**src/rtl/smb_pkg.sv**
```systemverilog
// Package: shared strap codes and the byte-level state type of the SMBus target.
// Assumes the two-bit strap encoding listed in the brief.
package smb_pkg;
    localparam logic [1:0] STRAP_LOW   = 2'b00;
    localparam logic [1:0] STRAP_FLOAT = 2'b01;
    localparam logic [1:0] STRAP_HIGH  = 2'b10;

    typedef enum logic [3:0] {
        S_IDLE, S_ADDR, S_CMD, S_DLO, S_DHI, S_END, S_RLO, S_RHI, S_ARA, S_IGN
    } smb_st_t;

    // Maps a strap code to its level index 0 (low), 1 (floating), 2 (high).
    function automatic logic [1:0] strap_level(input logic [1:0] code);
        case (code)
            STRAP_LOW:  strap_level = 2'd0;
            STRAP_HIGH: strap_level = 2'd2;
            default:    strap_level = 2'd1;
        endcase
    endfunction
endpackage

```
**src/rtl/smb_line_sync.sv**
```systemverilog
// Module: synchroniser for one open-drain bus line, plus a one-cycle delayed copy
// used for edge detection. Assumes the line idles high.
module smb_line_sync #(
    parameter int STAGES = 2
) (
    input  logic clk,
    input  logic rst_n,
    input  logic line_i,
    output logic line_s,
    output logic line_q
);
    logic [STAGES-1:0] chain;

    generate
        if (STAGES == 1) begin : g_one
            // Single capture stage.
            always_ff @(posedge clk) begin
                if (!rst_n) chain <= 1'b1;
                else        chain <= line_i;
            end
        end else begin : g_many
            // Shift chain of capture stages.
            always_ff @(posedge clk) begin
                if (!rst_n) chain <= '1;
                else        chain <= {chain[STAGES-2:0], line_i};
            end
        end
    endgenerate

    assign line_s = chain[STAGES-1];

    // Previous synchronised value for edge detection.
    always_ff @(posedge clk) begin
        if (!rst_n) line_q <= 1'b1;
        else        line_q <= line_s;
    end
endmodule

```
**src/rtl/smb_strap_addr.sv**
```systemverilog
// Module: turns the two three-level strap codes into the 7-bit own address.
// The nine addresses sit in three rows; the third row starts at 0x58, not 0x56.
module smb_strap_addr (
    input  logic [1:0] sel0,
    input  logic [1:0] sel1,
    output logic [6:0] own_addr
);
    import smb_pkg::*;

    logic [1:0] lvl0, lvl1;
    logic [6:0] row_base;

    // Row base from select-1 and column offset from select-0.
    always_comb begin
        lvl0 = strap_level(sel0);
        lvl1 = strap_level(sel1);
        case (lvl1)
            2'd0:    row_base = 7'h50;
            2'd1:    row_base = 7'h53;
            default: row_base = 7'h58;
        endcase
        own_addr = row_base + {5'd0, lvl0};
    end
endmodule

```
**src/rtl/smb_strap_target.sv**
```systemverilog
// Module: SMBus target running Send Byte, Write Word and Read Word against a register
// port, with strapped addressing, a broadcast address and an alert response.
// Assumes clk is at least 16x SCL and the controller changes SDA only while SCL is low.
module smb_strap_target #(
    parameter logic [6:0] GLOBAL_ADDR = 7'h73,
    parameter logic [6:0] ARA_ADDR    = 7'h0C,
    parameter int         SYNC_STAGES = 2
) (
    input  logic        clk,
    input  logic        rst_n,
    input  logic        scl_i,
    input  logic        sda_i,
    output logic        sda_oe,
    input  logic [1:0]  sel0,
    input  logic [1:0]  sel1,
    input  logic        alert_flag,
    input  logic        alert_en,
    output logic        alert_n_oe,
    output logic [7:0]  cmd_code,
    output logic        cmd_strobe,
    output logic [15:0] wr_data,
    output logic        wr_strobe,
    input  logic [15:0] rd_data
);
    import smb_pkg::*;

    localparam int          BYTE_W   = 8;
    localparam int          CNT_W    = $clog2(BYTE_W + 1);
    localparam logic [CNT_W-1:0] CNT_FULL = CNT_W'(BYTE_W);

    logic scl_s, scl_q, sda_s, sda_q;
    logic [6:0] own_addr;

    smb_line_sync #(.STAGES(SYNC_STAGES)) u_scl_sync (
        .clk(clk), .rst_n(rst_n), .line_i(scl_i), .line_s(scl_s), .line_q(scl_q));
    smb_line_sync #(.STAGES(SYNC_STAGES)) u_sda_sync (
        .clk(clk), .rst_n(rst_n), .line_i(sda_i), .line_s(sda_s), .line_q(sda_q));
    smb_strap_addr u_addr (.sel0(sel0), .sel1(sel1), .own_addr(own_addr));

    smb_st_t           st;
    logic [CNT_W-1:0]  cnt;
    logic              in_ack, ours, ack_bit, rd_ok, ara_mask;
    logic [7:0]        shreg, tx, hi_hold, lo_hold;

    logic start_c, stop_c, scl_rise, scl_fall, tx_state, addr_hit, send_end, alert_act;

    // Bus condition decode and transaction qualifiers.
    always_comb begin
        start_c   = scl_s & scl_q & sda_q & ~sda_s;
        stop_c    = scl_s & scl_q & ~sda_q & sda_s;
        scl_rise  = scl_s & ~scl_q;
        scl_fall  = ~scl_s & scl_q;
        tx_state  = (st == S_RLO) || (st == S_RHI) || (st == S_ARA);
        addr_hit  = (shreg[7:1] == own_addr) || (shreg[7:1] == GLOBAL_ADDR);
        send_end  = (st == S_DLO) && !in_ack && (cnt <= CNT_W'(1));
        alert_act = alert_flag & alert_en & ~ara_mask;
    end

    assign alert_n_oe = alert_act;

    // Byte engine: bit shifting, ACK slots, transaction sequencing and strobes.
    always_ff @(posedge clk) begin
        if (!rst_n) begin
            st <= S_IDLE; cnt <= '0; in_ack <= 1'b0; ours <= 1'b0; ack_bit <= 1'b1;
            rd_ok <= 1'b0; ara_mask <= 1'b0; sda_oe <= 1'b0;
            shreg <= '0; tx <= '0; hi_hold <= '0; lo_hold <= '0;
            cmd_code <= '0; cmd_strobe <= 1'b0; wr_data <= '0; wr_strobe <= 1'b0;
        end else begin
            wr_strobe  <= 1'b0;
            cmd_strobe <= 1'b0;
            if (!alert_flag) ara_mask <= 1'b0;
            if (start_c) begin
                st <= S_ADDR; cnt <= '0; in_ack <= 1'b0; sda_oe <= 1'b0;
                rd_ok <= send_end;
            end else if (stop_c) begin
                if (send_end) cmd_strobe <= 1'b1;
                st <= S_IDLE; cnt <= '0; in_ack <= 1'b0; sda_oe <= 1'b0; rd_ok <= 1'b0;
            end else if (st != S_IDLE && st != S_IGN) begin
                if (scl_rise) begin
                    if (in_ack) ack_bit <= sda_s;
                    else if (cnt < CNT_FULL) begin
                        shreg <= {shreg[6:0], sda_s};
                        cnt   <= cnt + CNT_W'(1);
                    end
                end else if (scl_fall) begin
                    if (in_ack) begin
                        in_ack <= 1'b0;
                        cnt    <= '0;
                        if (ours) begin
                            sda_oe <= tx_state ? ~tx[7] : 1'b0;
                        end else if (st == S_RLO && !ack_bit) begin
                            st <= S_RHI; tx <= hi_hold; sda_oe <= ~hi_hold[7];
                        end else begin
                            st <= S_IGN; sda_oe <= 1'b0;
                        end
                    end else if (cnt == CNT_FULL) begin
                        in_ack <= 1'b1;
                        if (tx_state) begin
                            ours <= 1'b0; sda_oe <= 1'b0;
                            if (st == S_ARA) ara_mask <= 1'b1;
                        end else begin
                            ours <= 1'b1;
                            case (st)
                                S_ADDR: begin
                                    if (!shreg[0] && addr_hit) begin
                                        sda_oe <= 1'b1; st <= S_CMD;
                                    end else if (shreg[0] && addr_hit && rd_ok) begin
                                        sda_oe <= 1'b1; st <= S_RLO;
                                        tx <= rd_data[7:0]; hi_hold <= rd_data[15:8];
                                    end else if (shreg[0] && shreg[7:1] == ARA_ADDR && alert_act) begin
                                        sda_oe <= 1'b1; st <= S_ARA; tx <= {own_addr, 1'b0};
                                    end else begin
                                        st <= S_IGN; in_ack <= 1'b0;
                                    end
                                end
                                S_CMD: begin
                                    sda_oe <= 1'b1; cmd_code <= shreg; st <= S_DLO;
                                end
                                S_DLO: begin
                                    sda_oe <= 1'b1; lo_hold <= shreg; st <= S_DHI;
                                end
                                S_DHI: begin
                                    sda_oe <= 1'b1; wr_data <= {shreg, lo_hold};
                                    wr_strobe <= 1'b1; st <= S_END;
                                end
                                default: begin
                                    st <= S_IGN; in_ack <= 1'b0;
                                end
                            endcase
                        end
                    end else if (tx_state && cnt != '0) begin
                        tx     <= {tx[6:0], 1'b0};
                        sda_oe <= ~tx[6];
                    end
                end
            end
        end
    end
endmodule

```
**config.mk**
```make
export PLATFORM = sky130hd
export DESIGN_NAME = smb_strap_target
export DESIGN_NICKNAME = d
export VERILOG_FILES = /design/src/rtl/smb_pkg.sv /design/src/rtl/smb_line_sync.sv /design/src/rtl/smb_strap_addr.sv /design/src/rtl/smb_strap_target.sv
export SDC_FILE = /design/constraint.sdc
export NUM_CORES = 1
export LEC_CHECK = 0
export BUFFER_PORTS_ARGS = -buffer_cell sky130_fd_sc_hd__buf_4
export CORE_AREA = 8 8 91 93
export DETAILED_ROUTE_END_ITERATION = 12
export DIE_AREA = 0 0 99 101
export PLACE_DENSITY = 0.86
export SYNTH_ARGS = -nofsm -noshare
export SYNTH_HDL_FRONTEND = slang
export SYNTH_SLANG_ARGS = --single-unit
```
**constraint.sdc**
```tcl
create_clock -name clk -period 3.2 [get_ports clk]
set_input_delay 0 -clock clk [delete_from_list [all_inputs] [get_ports clk]]
set_output_delay 0 -clock clk [all_outputs]
set_load 0.03 [all_outputs]
```
# Word level (Yosys, flattened, before mapping)
# Index checks and enable logic that the tools add are counted.
[op_classes]
mux = 65
n_lt_le_gt_ge = 2
bitwise_logic = 27
eq_ne = 29
addsub = 2
n_reduce_logical = 46
[op_table]
columns = ["operator", "n"]
rows = [
  ["$mux W8", 10],
  ["$mux W4", 12],
  ["$mux W1", 37],
  ["$reduce_and A9 Y1", 3],
  ["$reduce_and A6 Y1", 4],
  ["$not A1 Y1", 18],
  ["$pmux W4 S4", 1],
  ["$eq A4 B3 Y1 const B", 3],
  ["$reduce_and A12 Y1", 1],
  ["$reduce_bool A4 Y1", 3],
  ["$reduce_and A11 Y1", 1],
  ["$logic_and A1 B1 Y1", 10],
  ["$reduce_and A5 Y1", 2],
  ["$and A1 B1 Y1", 9],
  ["$ne A3 B3 Y1 const B", 3],
  ["$reduce_bool A3 Y1", 3],
  ["$reduce_or A3 Y1", 3],
  ["$reduce_or A9 Y1", 1],
  ["$eq A4 B2 Y1 const B", 2],
  ["$eq A4 B4 Y1 const B", 2],
  ["$ne A4 B2 Y1 const B", 2],
  ["$ne A4 B4 Y1 const B", 2],
  ["$pmux W2 S2", 2],
  ["$pmux W4 S2", 1],
  ["22 further kinds", 36],
]
[totals]
regBits = 78
input_bits = 26

# Depth between registers and ports, before layout
[depth]
depth_word = 20
ltp_mapped = 10
ltp_nobuf = 8

# Cells and area by module
# Synthesis repeated with hierarchy kept, for this count alone.
[hier_totals]
cells_unflattened = 423
hier_area_um2 = 3971.3
[by_module_without_submodules]
columns = ["module", "n_inst", "seq_area_each_um2", "area_per_inst_um2", "cells_each"]
rows = [
  ["smb_strap_target", 1, 1441.4, 3712.3, 398],
  ["smb_line_sync", 2, 60.1, 78.8, 6],
  ["smb_strap_addr", 1, 0.0, 101.3, 13],
]

# Worst setup path after synthesis
# Ideal clock, no wire load.
[synth_path]
kind = "input -> register"
startpoint = "input port sel0[0]"
endpoint = "register hi_hold[0]"
path_slack_ps = 751
setup_time_ps = 128
path_stages = 9
path_buffers = 1
arrival_ps = 2322
path_cell_list = "nand2b_1 -> fa_1 -> xnor2_1 -> or4_4 -> o31ai_2 -> or4b_1 -> buf_6 -> mux2i_1 -> nor2_1"
[synth_via]
elab_chain_cells = 8
[synth_lines]
columns = ["element", "line_no", "text"]
rows = [
  ["start: declaration", "smb_strap_target.sv:14", "input logic [1:0] sel0,"],
  ["$eq A2 B2 Y1 / $logic_not A2 Y1 (equally long branches)", "smb_pkg.sv:14", "case (code)"],
  ["$pmux W2 S2 (*)", "smb_pkg.sv:14", ""],
  ["$add A7 B2 Y7 (*)", "smb_strap_addr.sv:22", "own_addr = row_base + {5'd0, lvl0};"],
  ["$eq A7 B7 Y1 (*)", "smb_strap_target.sv:54", "addr_hit = (shreg[7:1] == own_addr) || (shreg[7:1] == GLOBAL_ADDR);"],
  ["$logic_or A1 B1 Y1 (*)", "smb_strap_target.sv:54", ""],
  ["$logic_and A1 B1 Y1 (on tied branches)", "smb_strap_target.sv:107, smb_strap_target.sv:105", ""],
  ["$logic_and A1 B1 Y1 / $not A1 Y1 (equally long branches)", "-", ""],
  ["$reduce_and A11 Y1 (no line) (*)", "-", ""],
  ["end signal: assignment", "smb_strap_target.sv:109", "tx <= rd_data[7:0]; hi_hold <= rd_data[15:8];"],
  ["end: declaration", "smb_strap_target.sv:43", "logic [7:0] shreg, tx, hi_hold, lo_hold;"],
]
# Mark *: on every way between the ends. The rest lies on a longest branch, timed or not.
# A chain may end at the register's enable or synchronous reset.

# Worst setup path in the final report
[layout_path]
startpoint = "register cnt[0]"
endpoint = "register lo_hold[0]"
[layout_via]
elab_chain_cells = 2
[layout_lines]
columns = ["element", "line_no", "text"]
rows = [
  ["start: declaration", "smb_strap_target.sv:41", "logic [CNT_W-1:0] cnt;"],
  ["start signal: assignment", "smb_strap_target.sv:83", "cnt <= cnt + CNT_W'(1);"],
  ["$eq A4 B4 Y1", "smb_strap_target.sv:96", "end else if (cnt == CNT_FULL) begin"],
  ["$reduce_and A9 Y1 (no line)", "-", ""],
  ["end signal: assignment", "smb_strap_target.sv:66", "shreg <= '0; tx <= '0; hi_hold <= '0; lo_hold <= '0;"],
  ["end signal: assignment", "smb_strap_target.sv:120", "sda_oe <= 1'b1; lo_hold <= shreg; st <= S_DHI;"],
  ["end: declaration", "smb_strap_target.sv:43", ""],
]
# Every way passes these cells.

==> summary.txt <==
FP Rows = 31
Clock Sinks = 78
CTS Buffer Depth = 2
Yosys cell types = 64
most common cell in the netlist = dfxtp_1
initial antenna violation count = 0
Max Cap Violations = 0
first-pass GRT wire length = 16400 um
largest net degree at the start of global routing = 57
CTS Root Buffer Type = clkbuf_8
Rel. slew slack = 0.545
Critical Path Sink Type = flop
Worst Path Required = 3420 ps
placer congestion estimate = 0.922
P_leak = 2.00 nW
Setup-failing EPs final = 0
hold depth = 3
final hold viol count = 0
Crit Path Max Fanout = 11
Netlist Area Pre-Place = 3800 um2
number of synthesized register bits = 78
Seq/Total Area, Yosys = 0.410
grt total ovfl = 0
CP Class = flop to flop
top cells by count, synth = 78 x dfxtp_1, 57 x nor2_1, 47 x mux2i_1
Via Count = 3409
crit start category = flop
final core utilization = 0.666
Vert. Die Dim = 101 um
TNS Setup = 0 ps
# port buffers = 53
H-Tree Depth = 3
ANT cells = 0
minimum clock period = 2790 ps
Worst-Margin Slew = 674 ps
Synth Area in Adders = 0.0250
Post-Syn Area per Cell = 9.04 um2
Synth Area in Compound Gates = 0.141
initial core utilization = 0.548
status = finished clean
number of synthesized flops with an enable pin = 0
Hold Path Class = primary input to flop
Syn Inst Count = 421
largest family of logic cells by synthesized area = simple AND/OR/NAND/NOR gates
Synth Area in XOR/XNOR = 0.0201
drt wl/cell = 17.1 um
Async S/R FF share, synth = 0
vias in the first global route = 3397
drt pass-1 iters = 5
Top Ports = 54
post-synthesis mux area share = 0.128
GRT Overall Usage = 0.203
ys flop type = dfxtp_1
CTS buffer count = 9
max-slew violations = 0
die area = 10000 um2
core area = 6940 um2
simple-gate share of the synthesized area = 0.228
PwrDens = 397 nW/um2
Post-CTS Setup Repair Bufs = 0
top cell type by total area after synthesis = dfxtp_1
drt drc = 0
fraction of layout cells with a size suffix above 1 = 0.190
Die W = 99 um
worst skew pair latency = 350 ps
CTS tree = done
CTS clock-pin slew for the worst setup and hold paths = 80 ps
Post-DRT Antenna Nets = 0
Max IR drop VDD = 270 uV
Yosys top cell area share = 0.410
skew final = 12.5 ps
Vias/cell = 5.96
area growth from synthesis to layout = 21.5%
Final period util = 0.872
Fmax = 0.359 GHz
NumNets Final = 518
Critical Path AT = 3010 ps
DP HPWL = 6680 um
yosys warns = 0
RSZ-0062 raised after global routing = false
Synth area leaders = dfxtp_1 41%, mux2i_1 12%, nor2_1 5.6%
Total Wirelength = 9780 um
DR iter-0 viols = 232
syn nets = 454
R2R depth = 8
## per-stage QoR
stage | cells | hold WS (ps) | total power, mW | area (um2) | worst slack (ps)
floorplan | 421 | 73.0 | 1.05 | 3800 | 751
global placement | 541 | 188 | 1.09 | 4270 | 366
detailed placement | 541 | 186 | 1.09 | 4270 | 268
CTS | 572 | 63.3 | 1.85 | 4620 | 459
global route | 572 | 115 | 1.90 | 4620 | 177
finish | 572 | 93.2 | 1.83 | 4620 | 411
## placed cells by master, fill, tap and decap left out, drive strengths merged, types with 5 or more instances in the layout
master       count
dfxtp           78
clkbuf          12
ha               6
inv             12
nand3           16
a311oi           5
dlygate4sd3     15
a31oi            7
mux2i           47
a21oi           25
a211oi           5
nand2b          13
o21ai            7
nor3b            6
nand2           31
nor2            57
buf             67
## worst paths after layout
check / slack [ps] / to / startpoint
worst max register to register: 410 / lo_hold[0]$_SDFFE_PN0P_ / cnt[0]$_SDFFE_PP0P_
worst max-delay path: 410 / lo_hold[0]$_SDFFE_PN0P_ / cnt[0]$_SDFFE_PP0P_
worst min-delay path: 90 / tx[6]$_SDFFE_PN0P_ / rd_data[6]
worst min register to register: 430 / u_scl_sync.chain[1]$_SDFF_PN1_ / u_scl_sync.chain[0]$_SDFF_PN1_
## what timing repair did
action,CTS,global route
hold buffers,15,0
resized for setup,0,0
hold endpoints to repair,21,0
## logic make-up (layout without fill, tap and decap cells)
group	count (synthesis)	count (layout)
AO/OA/AOI/OAI	74	74
multiplexers	48	48
flip-flops	78	78
XOR/XNOR	7	7
AND/OR/NAND/NOR	166	166
buffers and inverters	41	110
adder cells (fa/ha/maj)	7	7
## cell type report
cell class	instances	area, um2
tap	82	103
timing repair buffer	82	653
clock inverter	4	55.1
fill	533	2320
clock buffer	12	145
multi-input combinational	302	2060
inverter	12	45.0
sequential	78	1560
## critical path, stage by stage, from the launching register on
cell and delay (ps):
dfxtp_1 370, inv_1 80, ha_1 240, and3b_1 230, nand2_1 140, nor2_1 560
nand4b_1 620, mux2i_1 350, nor2_1 70
## flip-flops by register name, summed over array words and instances (netlist names), 4 cells and up
register / cells
cnt: 4
cmd_code: 8
tx: 8
wr_data: 16
shreg: 8
hi_hold: 8
st: 4
lo_hold: 8
## layer usage
layer | up-vias | global-route usage | share of wire
li1 | 1620 | - | -
met1 | 1665 | 0.242 | 0.43
met2 | 111 | 0.348 | 0.50
met3 | 13 | 0.0552 | 0.062
met4 | 0 | 0.0614 | 0.012
met5 | - | 0 | 0
## report_power, final
part	total (mW)	leakage [nW]	internal (mW)	switching, mW
clock network	0.750	0.0972	0.387	0.364
registers	0.980	0.629	0.973	0.00699
logic	0.104	1.28	0.0538	0.0505
total	1.83	2.00	1.41	0.421
Note: power is estimated with default switching activity, not from simulation.
